**src/rtl/dbg_pkg.sv**
```systemverilog
package dbg_pkg;
    localparam int DBG_XLEN     = 32;
    localparam int DBG_EE_BIT   = 15;
    localparam int DBG_BKPT_BIT = 30;
    localparam int DBG_WTPT_BIT = 31;

    typedef struct packed {
        logic freeze;
        logic restore;
    } mode_t;
endpackage

```
**src/rtl/dbg_cause_reg.sv**
```systemverilog
module dbg_cause_reg
    import dbg_pkg::*;
#(
    parameter int W        = DBG_XLEN,
    parameter int BKPT_BIT = DBG_BKPT_BIT,
    parameter int WTPT_BIT = DBG_WTPT_BIT
) (
    input  logic         clk,
    input  logic         rst_n,
    input  logic [W-1:0] cause_in,
    input  logic         bkpt_req,
    input  logic         wtpt_req,
    input  logic         freeze_i,
    input  logic         host_rd,
    input  logic         host_wr,
    input  logic [W-1:0] host_wdata,
    output logic [W-1:0] cause_o,
    output logic         hit_o
);
    typedef struct packed {
        logic [W-1:0] cause;
        logic [W-1:0] en;
    } creg_t;

    creg_t        st_d, st_q;
    logic [W-1:0] new_bits;

    always_comb begin
        new_bits = cause_in;
        if (!freeze_i) begin
            new_bits[BKPT_BIT] = cause_in[BKPT_BIT] | bkpt_req;
            new_bits[WTPT_BIT] = cause_in[WTPT_BIT] | wtpt_req;
        end
        st_d       = st_q;
        st_d.cause = (host_rd ? '0 : st_q.cause) | new_bits;
        if (host_wr) st_d.en = host_wdata;
    end

    always_ff @(posedge clk) begin
        if (!rst_n) st_q <= '0;
        else        st_q <= st_d;
    end

    assign cause_o = st_q.cause;
    assign hit_o   = |(st_q.cause & st_q.en);

    // every arriving cause bit appears in the register
    a_r2_latch: assert property (@(posedge clk) disable iff (!rst_n)
        (new_bits != '0) |=> ((st_q.cause & $past(new_bits)) == $past(new_bits)));
    // read with nothing arriving empties the register
    a_r3_read_clear: assert property (@(posedge clk) disable iff (!rst_n)
        (host_rd && new_bits == '0) |=> (st_q.cause == '0));
    // breakpoint request ignored in debug mode
    a_r7_bkpt_masked: assert property (@(posedge clk) disable iff (!rst_n)
        (freeze_i && host_rd && !cause_in[BKPT_BIT]) |=> !st_q.cause[BKPT_BIT]);
endmodule

```
**src/rtl/dbg_mode_fsm.sv**
```systemverilog
module dbg_mode_fsm
    import dbg_pkg::*;
#(
    parameter int W = DBG_XLEN
) (
    input  logic         clk,
    input  logic         rst_n,
    input  logic         hit_i,
    input  logic         rfi,
    input  logic [W-1:0] pc_in,
    input  logic [W-1:0] msr_in,
    output logic         freeze_o,
    output logic         restore_o,
    output logic [W-1:0] saved_pc_o,
    output logic [W-1:0] saved_msr_o
);
    mode_t        md_d, md_q;
    logic [W-1:0] spc_d, spc_q, smsr_d, smsr_q;

    always_comb begin
        md_d         = md_q;
        spc_d        = spc_q;
        smsr_d       = smsr_q;
        md_d.restore = 1'b0;
        if (md_q.freeze) begin
            if (rfi) begin
                md_d.freeze  = 1'b0;
                md_d.restore = 1'b1;
            end
        end else if (hit_i) begin
            md_d.freeze = 1'b1;
            spc_d       = pc_in;
            smsr_d      = msr_in;
        end
    end

    always_ff @(posedge clk) begin
        if (!rst_n) begin
            md_q   <= '0;
            spc_q  <= '0;
            smsr_q <= '0;
        end else begin
            md_q   <= md_d;
            spc_q  <= spc_d;
            smsr_q <= smsr_d;
        end
    end

    assign freeze_o    = md_q.freeze;
    assign restore_o   = md_q.restore;
    assign saved_pc_o  = spc_q;
    assign saved_msr_o = smsr_q;

    // enabled cause in normal mode enters debug mode
    a_r4_enter: assert property (@(posedge clk) disable iff (!rst_n)
        (!md_q.freeze && hit_i) |=> md_q.freeze);
    // rfi in debug mode leaves it
    a_r8_exit: assert property (@(posedge clk) disable iff (!rst_n)
        (md_q.freeze && rfi) |=> !md_q.freeze);
    // saved registers hold while frozen
    a_r5_saved_hold: assert property (@(posedge clk) disable iff (!rst_n)
        (md_q.freeze && $past(md_q.freeze)) |-> ($stable(spc_q) && $stable(smsr_q)));
endmodule

```
**src/rtl/dbg_mode_ctrl.sv**
```systemverilog
module dbg_mode_ctrl
    import dbg_pkg::*;
#(
    parameter int W        = DBG_XLEN,
    parameter int EE_BIT   = DBG_EE_BIT,
    parameter int BKPT_BIT = DBG_BKPT_BIT,
    parameter int WTPT_BIT = DBG_WTPT_BIT
) (
    input  logic         clk,
    input  logic         rst_n,
    input  logic [W-1:0] cause_in,
    input  logic         bkpt_req,
    input  logic         wtpt_req,
    input  logic         rfi,
    input  logic [W-1:0] pc_in,
    input  logic [W-1:0] msr_in,
    input  logic         host_rd,
    input  logic         host_wr,
    input  logic [W-1:0] host_wdata,
    output logic [W-1:0] host_rdata,
    output logic         freeze,
    output logic         cause_any,
    output logic [W-1:0] saved_pc,
    output logic [W-1:0] saved_msr,
    output logic [W-1:0] msr_out,
    output logic         ee_force_clr
);
    logic         hit, restore;
    logic [W-1:0] cause;

    dbg_cause_reg #(.W(W), .BKPT_BIT(BKPT_BIT), .WTPT_BIT(WTPT_BIT)) u_cause (
        .clk(clk), .rst_n(rst_n), .cause_in(cause_in), .bkpt_req(bkpt_req),
        .wtpt_req(wtpt_req), .freeze_i(freeze), .host_rd(host_rd),
        .host_wr(host_wr), .host_wdata(host_wdata), .cause_o(cause), .hit_o(hit)
    );

    dbg_mode_fsm #(.W(W)) u_fsm (
        .clk(clk), .rst_n(rst_n), .hit_i(hit), .rfi(rfi), .pc_in(pc_in),
        .msr_in(msr_in), .freeze_o(freeze), .restore_o(restore),
        .saved_pc_o(saved_pc), .saved_msr_o(saved_msr)
    );

    always_comb begin
        msr_out = msr_in;
        if (freeze)       msr_out[EE_BIT] = 1'b0;
        else if (restore) msr_out = saved_msr;
    end

    assign host_rdata   = cause;
    assign cause_any    = |cause;
    assign ee_force_clr = freeze;

    // interrupt enable held low throughout debug mode
    a_r6_ee_low: assert property (@(posedge clk) disable iff (!rst_n)
        freeze |-> (!msr_out[EE_BIT] && ee_force_clr));
endmodule

```
**config.mk**
```make
export PLATFORM = sky130hd
export DESIGN_NAME = dbg_mode_ctrl
export DESIGN_NICKNAME = d
export VERILOG_FILES = /design/src/rtl/dbg_pkg.sv /design/src/rtl/dbg_cause_reg.sv /design/src/rtl/dbg_mode_fsm.sv /design/src/rtl/dbg_mode_ctrl.sv
export SDC_FILE = /design/constraint.sdc
export NUM_CORES = 1
export LEC_CHECK = 0
export BUFFER_PORTS_ARGS = -buffer_cell sky130_fd_sc_hd__buf_2
export CORE_MARGIN = 4
export CORE_UTILIZATION = 48
export CTS_BUF_LIST = sky130_fd_sc_hd__clkbuf_4 sky130_fd_sc_hd__clkbuf_8
export DETAILED_ROUTE_END_ITERATION = 8
export HOLD_SLACK_MARGIN = 0.08
export PLACE_DENSITY = 0.88
export SYNTH_ARGS = -nofsm -noshare
export SYNTH_HDL_FRONTEND = slang
export SYNTH_SLANG_ARGS = --single-unit
```
**constraint.sdc**
```tcl
create_clock -name clk -period 2.08 [get_ports clk]
set_clock_uncertainty 0.2 [all_clocks]
set_input_delay 0.312 -clock clk [delete_from_list [all_inputs] [get_ports clk]]
set_output_delay 0.312 -clock clk [all_outputs]
set_load 0.02 [all_outputs]
```
==> out/results.ini <==
[placement]
dpl.hpwl_um=12000
io_buffers=265
routabilityCongestion=0.878
place_inst=950

[setup_path]
crit_fanout=2
critical-path-max-stage-delay_ns=0.37
crit_family=simple AND/OR/NAND/NOR gates
path_cells=nor4_4, buf_4, nand4_1, or2_4, buf_6
r2r-end=u_fsm.saved_pc_o[5]
crit_start=u_cause.cause_o[31]
worst_path_max_delay_cell=dfxtp_4
reg2reg_from=u_cause.cause_o[17]
critPathArrivalTime_ns=1.89
r2r_slack_ns=-0.19
critical_path_class=flop to primary output
reg2reg_depth=5
cp-end-kind=primary output
crit_cells=5
critPathLaunchType=flop
endpoint=cause_any
critPathRequiredTime_ns=1.57
worst-path-buf-inv=2

[timing]
finalHoldViolations=0
min_period_ns=2.41
worst_pin_slew_ns=0.588
hold_slack_ns=0.224
fin_setup_tns_ns=-7.28
setup_ws_ns=-0.326
grt_setup_unrepaired=yes
max_freq_mhz=416
relSlewSlack_pct=60.8
finalMaxSlewViolations=0
timing.final.crit_share_pct=116
setup_viol=69

[yosys]
synth_ff_type=dfxtp_1
synth_cell_type_count=21
syn_inst=592
async_reset_ff_share_pct=0
syn_area_mm2=0.00566
synth_top_area_share_pct=46.0
synthTopCellsByArea=dfxtp_1 (46%), mux2i_1 (17%), nand2_1 (8.6%), nor2b_1 (7.1%), mux2_2 (6.2%)
yosys_warnings=0
yosys.area.top_type=dfxtp_1
synth_edf_count=0
syn_area_per_cell_um2=9.56
yosysSeqAreaShare_pct=46.0
ys_ff_latch=130
syn-num-nets=727

[routing]
wirelength_um=27600
drcViolationCount=0
initialDrtViolationCount=757
dr.pass1.iters=7
via_per_inst=5.90
avgRoutedWirePerCell_um=24.3
antenna_left=0
routed-via-count=6679

[power]
p_per_area_mw_per_mm2=820
power.total_mw=7.79
ir_worst_vdd_uv=639
clock_power_share_pct=31.6
pwr-share-seq_pct=38.8
p_int_mw=5.23
p_sw_share_pct=32.9
leakagePower_nw=4.71
combPwrFrac_pct=29.6
power_switching_mw=2.56

[die]
coreArea_mm2=0.0115
dieHeight_um=117
ioPinCount=266
dieArea_mm2=0.0136
core.rowCount=39
initial_core_util_pct=49.4
die_x_um=117

[cells_and_area]
multiInputGateArea_mm2=0.00287
final_util_pct=82.9
antennaDiodeCount=0
nNetsFinal=1111
n_fill_cell=531
layout.area.seq_mm2=0.00262
fin_cells=1132
syn_to_final_growth_pct=67.9
drive_above_1_share_pct=39.0

[status]
violations=setup timing
status=finished with violations

[flow_run]
drv_cap=0

[clock_network]
clk_latency_ns=0.43
h-tree-depth=4
clkTransAtPathRegs_ns=0.08
cts_buffer_depth=2
clockRootBuffer=clkbuf_8
tritoncts=done
numCtsBuffers=17
cts_sinks=130

[global_route]
track_usage_pct=34.0
grt_max_degree=81
grt.overflow.total=0
grt_pass1_wl_um=35400
antenna_found_initial=2
grt_pass1_vias=6436

[hold_path]
hold_class=input port to flop

-- cells in the final DEF, fill, tap and decap left out, drive strengths merged --
master       synthesis  layout
dlygate4sd3          0     141
nand4                6       6
buf                 44     291
bufinv               0       4
a22oi               16      16
inv                  2       2
or2                  1       1
nand2              129     129
and3                 1       1
clkinvlp             0       4
nor2b               64      64
dfxtp              130     130
clkbuf              27      24
mux2                31      31
mux2i               97      97
a21oi               30      30
a221oi               2       2
nor2                 2       2
nor4                 8       8
o21a                 1       1
clkinv               0       4
o41a                 1       1
-- worst register-to-register path: cells and delay by family, from the launching register on --
kind | cells | cell delay, ns
flops | 1 | 0.37
buf+inv | 1 | 0.25
compound gates | 2 | 0.94
mux | 1 | 0.23
simple gates | 1 | 0.20
-- power groups by stage --
| stage | combinational (mW) | sequential, mW | clock, mW |
|---|---|---|---|
| 2_1_floorplan | 0.902 | 3.18 | 0 |
| 6_report | 2.31 | 3.02 | 2.46 |
| 4_1_cts | 1.95 | 2.95 | 2.44 |
| 5_1_grt | 2.39 | 3.04 | 2.57 |
| 3_3_place_gp | 1.62 | 2.99 | 0 |
| 3_5_place_dp | 1.64 | 2.99 | 0 |
-- repair_timing --
item	CTS	global route
hold endpoints to repair	130	0
endpoints found under the setup margin	32	87
cloned	2	4
buffers inserted	4	1
resized for setup	54	84
pin swaps	3	4
hold buffers	141	0
-- kinds of logic after synthesis --
logic type	after synthesis	share of synthesized area, %
muxes	128	23.3
buffers and inverters	73	7.76
AOI/OAI and AO/OA	50	5.42
and+or+nand+nor	211	17.5
DFF	130	46.0
-- layer usage --
metal	global-route usage [%]	up-vias	wire length, um	part of all wire (%)
met2	59.9	678	13100	47
li1	-	2740	-	-
met1	37.5	3057	8840	32
met4	19.5	4	2090	7.6
met3	7.77	200	3530	13
met5	0	-	32	0.12
-- state kept, by name (all words and copies together), names as in the netlist --
signal	flops
u_cause.cause_o	32
u_cause.st_q	32
u_fsm.saved_msr_o	32
u_fsm.saved_pc_o	32
u_fsm.freeze_o	1
u_fsm.restore_o	1
-- final cells by class --
cell class / count / area share [%]
flip-flops and latches: 130 / 27.6
multi-input cells: 389 / 30.2
well taps: 143 / 1.88
repair buffers: 436 / 35.5
inverters: 2 / 0.105
clock inverters: 12 / 1.91
clock buffers: 20 / 2.83
-- through the flow --
stage          setup slack, ns  instance area, um2
3_3_place_gp            0.0704                7000
3_5_place_dp            0.0332                7000
5_1_grt                 -0.369                9500
6_report                -0.326                9500
4_1_cts                 -0.172                9160
2_1_floorplan           0.0682                5660
-- cell usage after synthesis, drive strengths merged, types with 6 or more instances --
master	instances
a21oi	30
a22oi	16
buf	44
clkbuf	27
dfxtp	130
mux2	31
mux2i	97
nand2	129
nand4	6
nor2b	64
nor4	8
-- how the worst min path moves through the flow --
stage	from	to	slack [ns]	depth (start not counted)
floorplan	cause_in[0]	u_cause.cause_o[0]	0.25	2
global placement	u_fsm.saved_pc_o[10]	u_fsm.saved_pc_o[10]	0.24	2
detailed placement	u_fsm.saved_pc_o[1]	u_fsm.saved_pc_o[1]	0.25	2
CTS	host_wr	u_cause.st_q[24]	0.18	3
global route	host_wr	u_cause.st_q[21]	0.21	3
finish	host_wr	u_cause.st_q[31]	0.22	3
(Power assumes the default switching activity.)
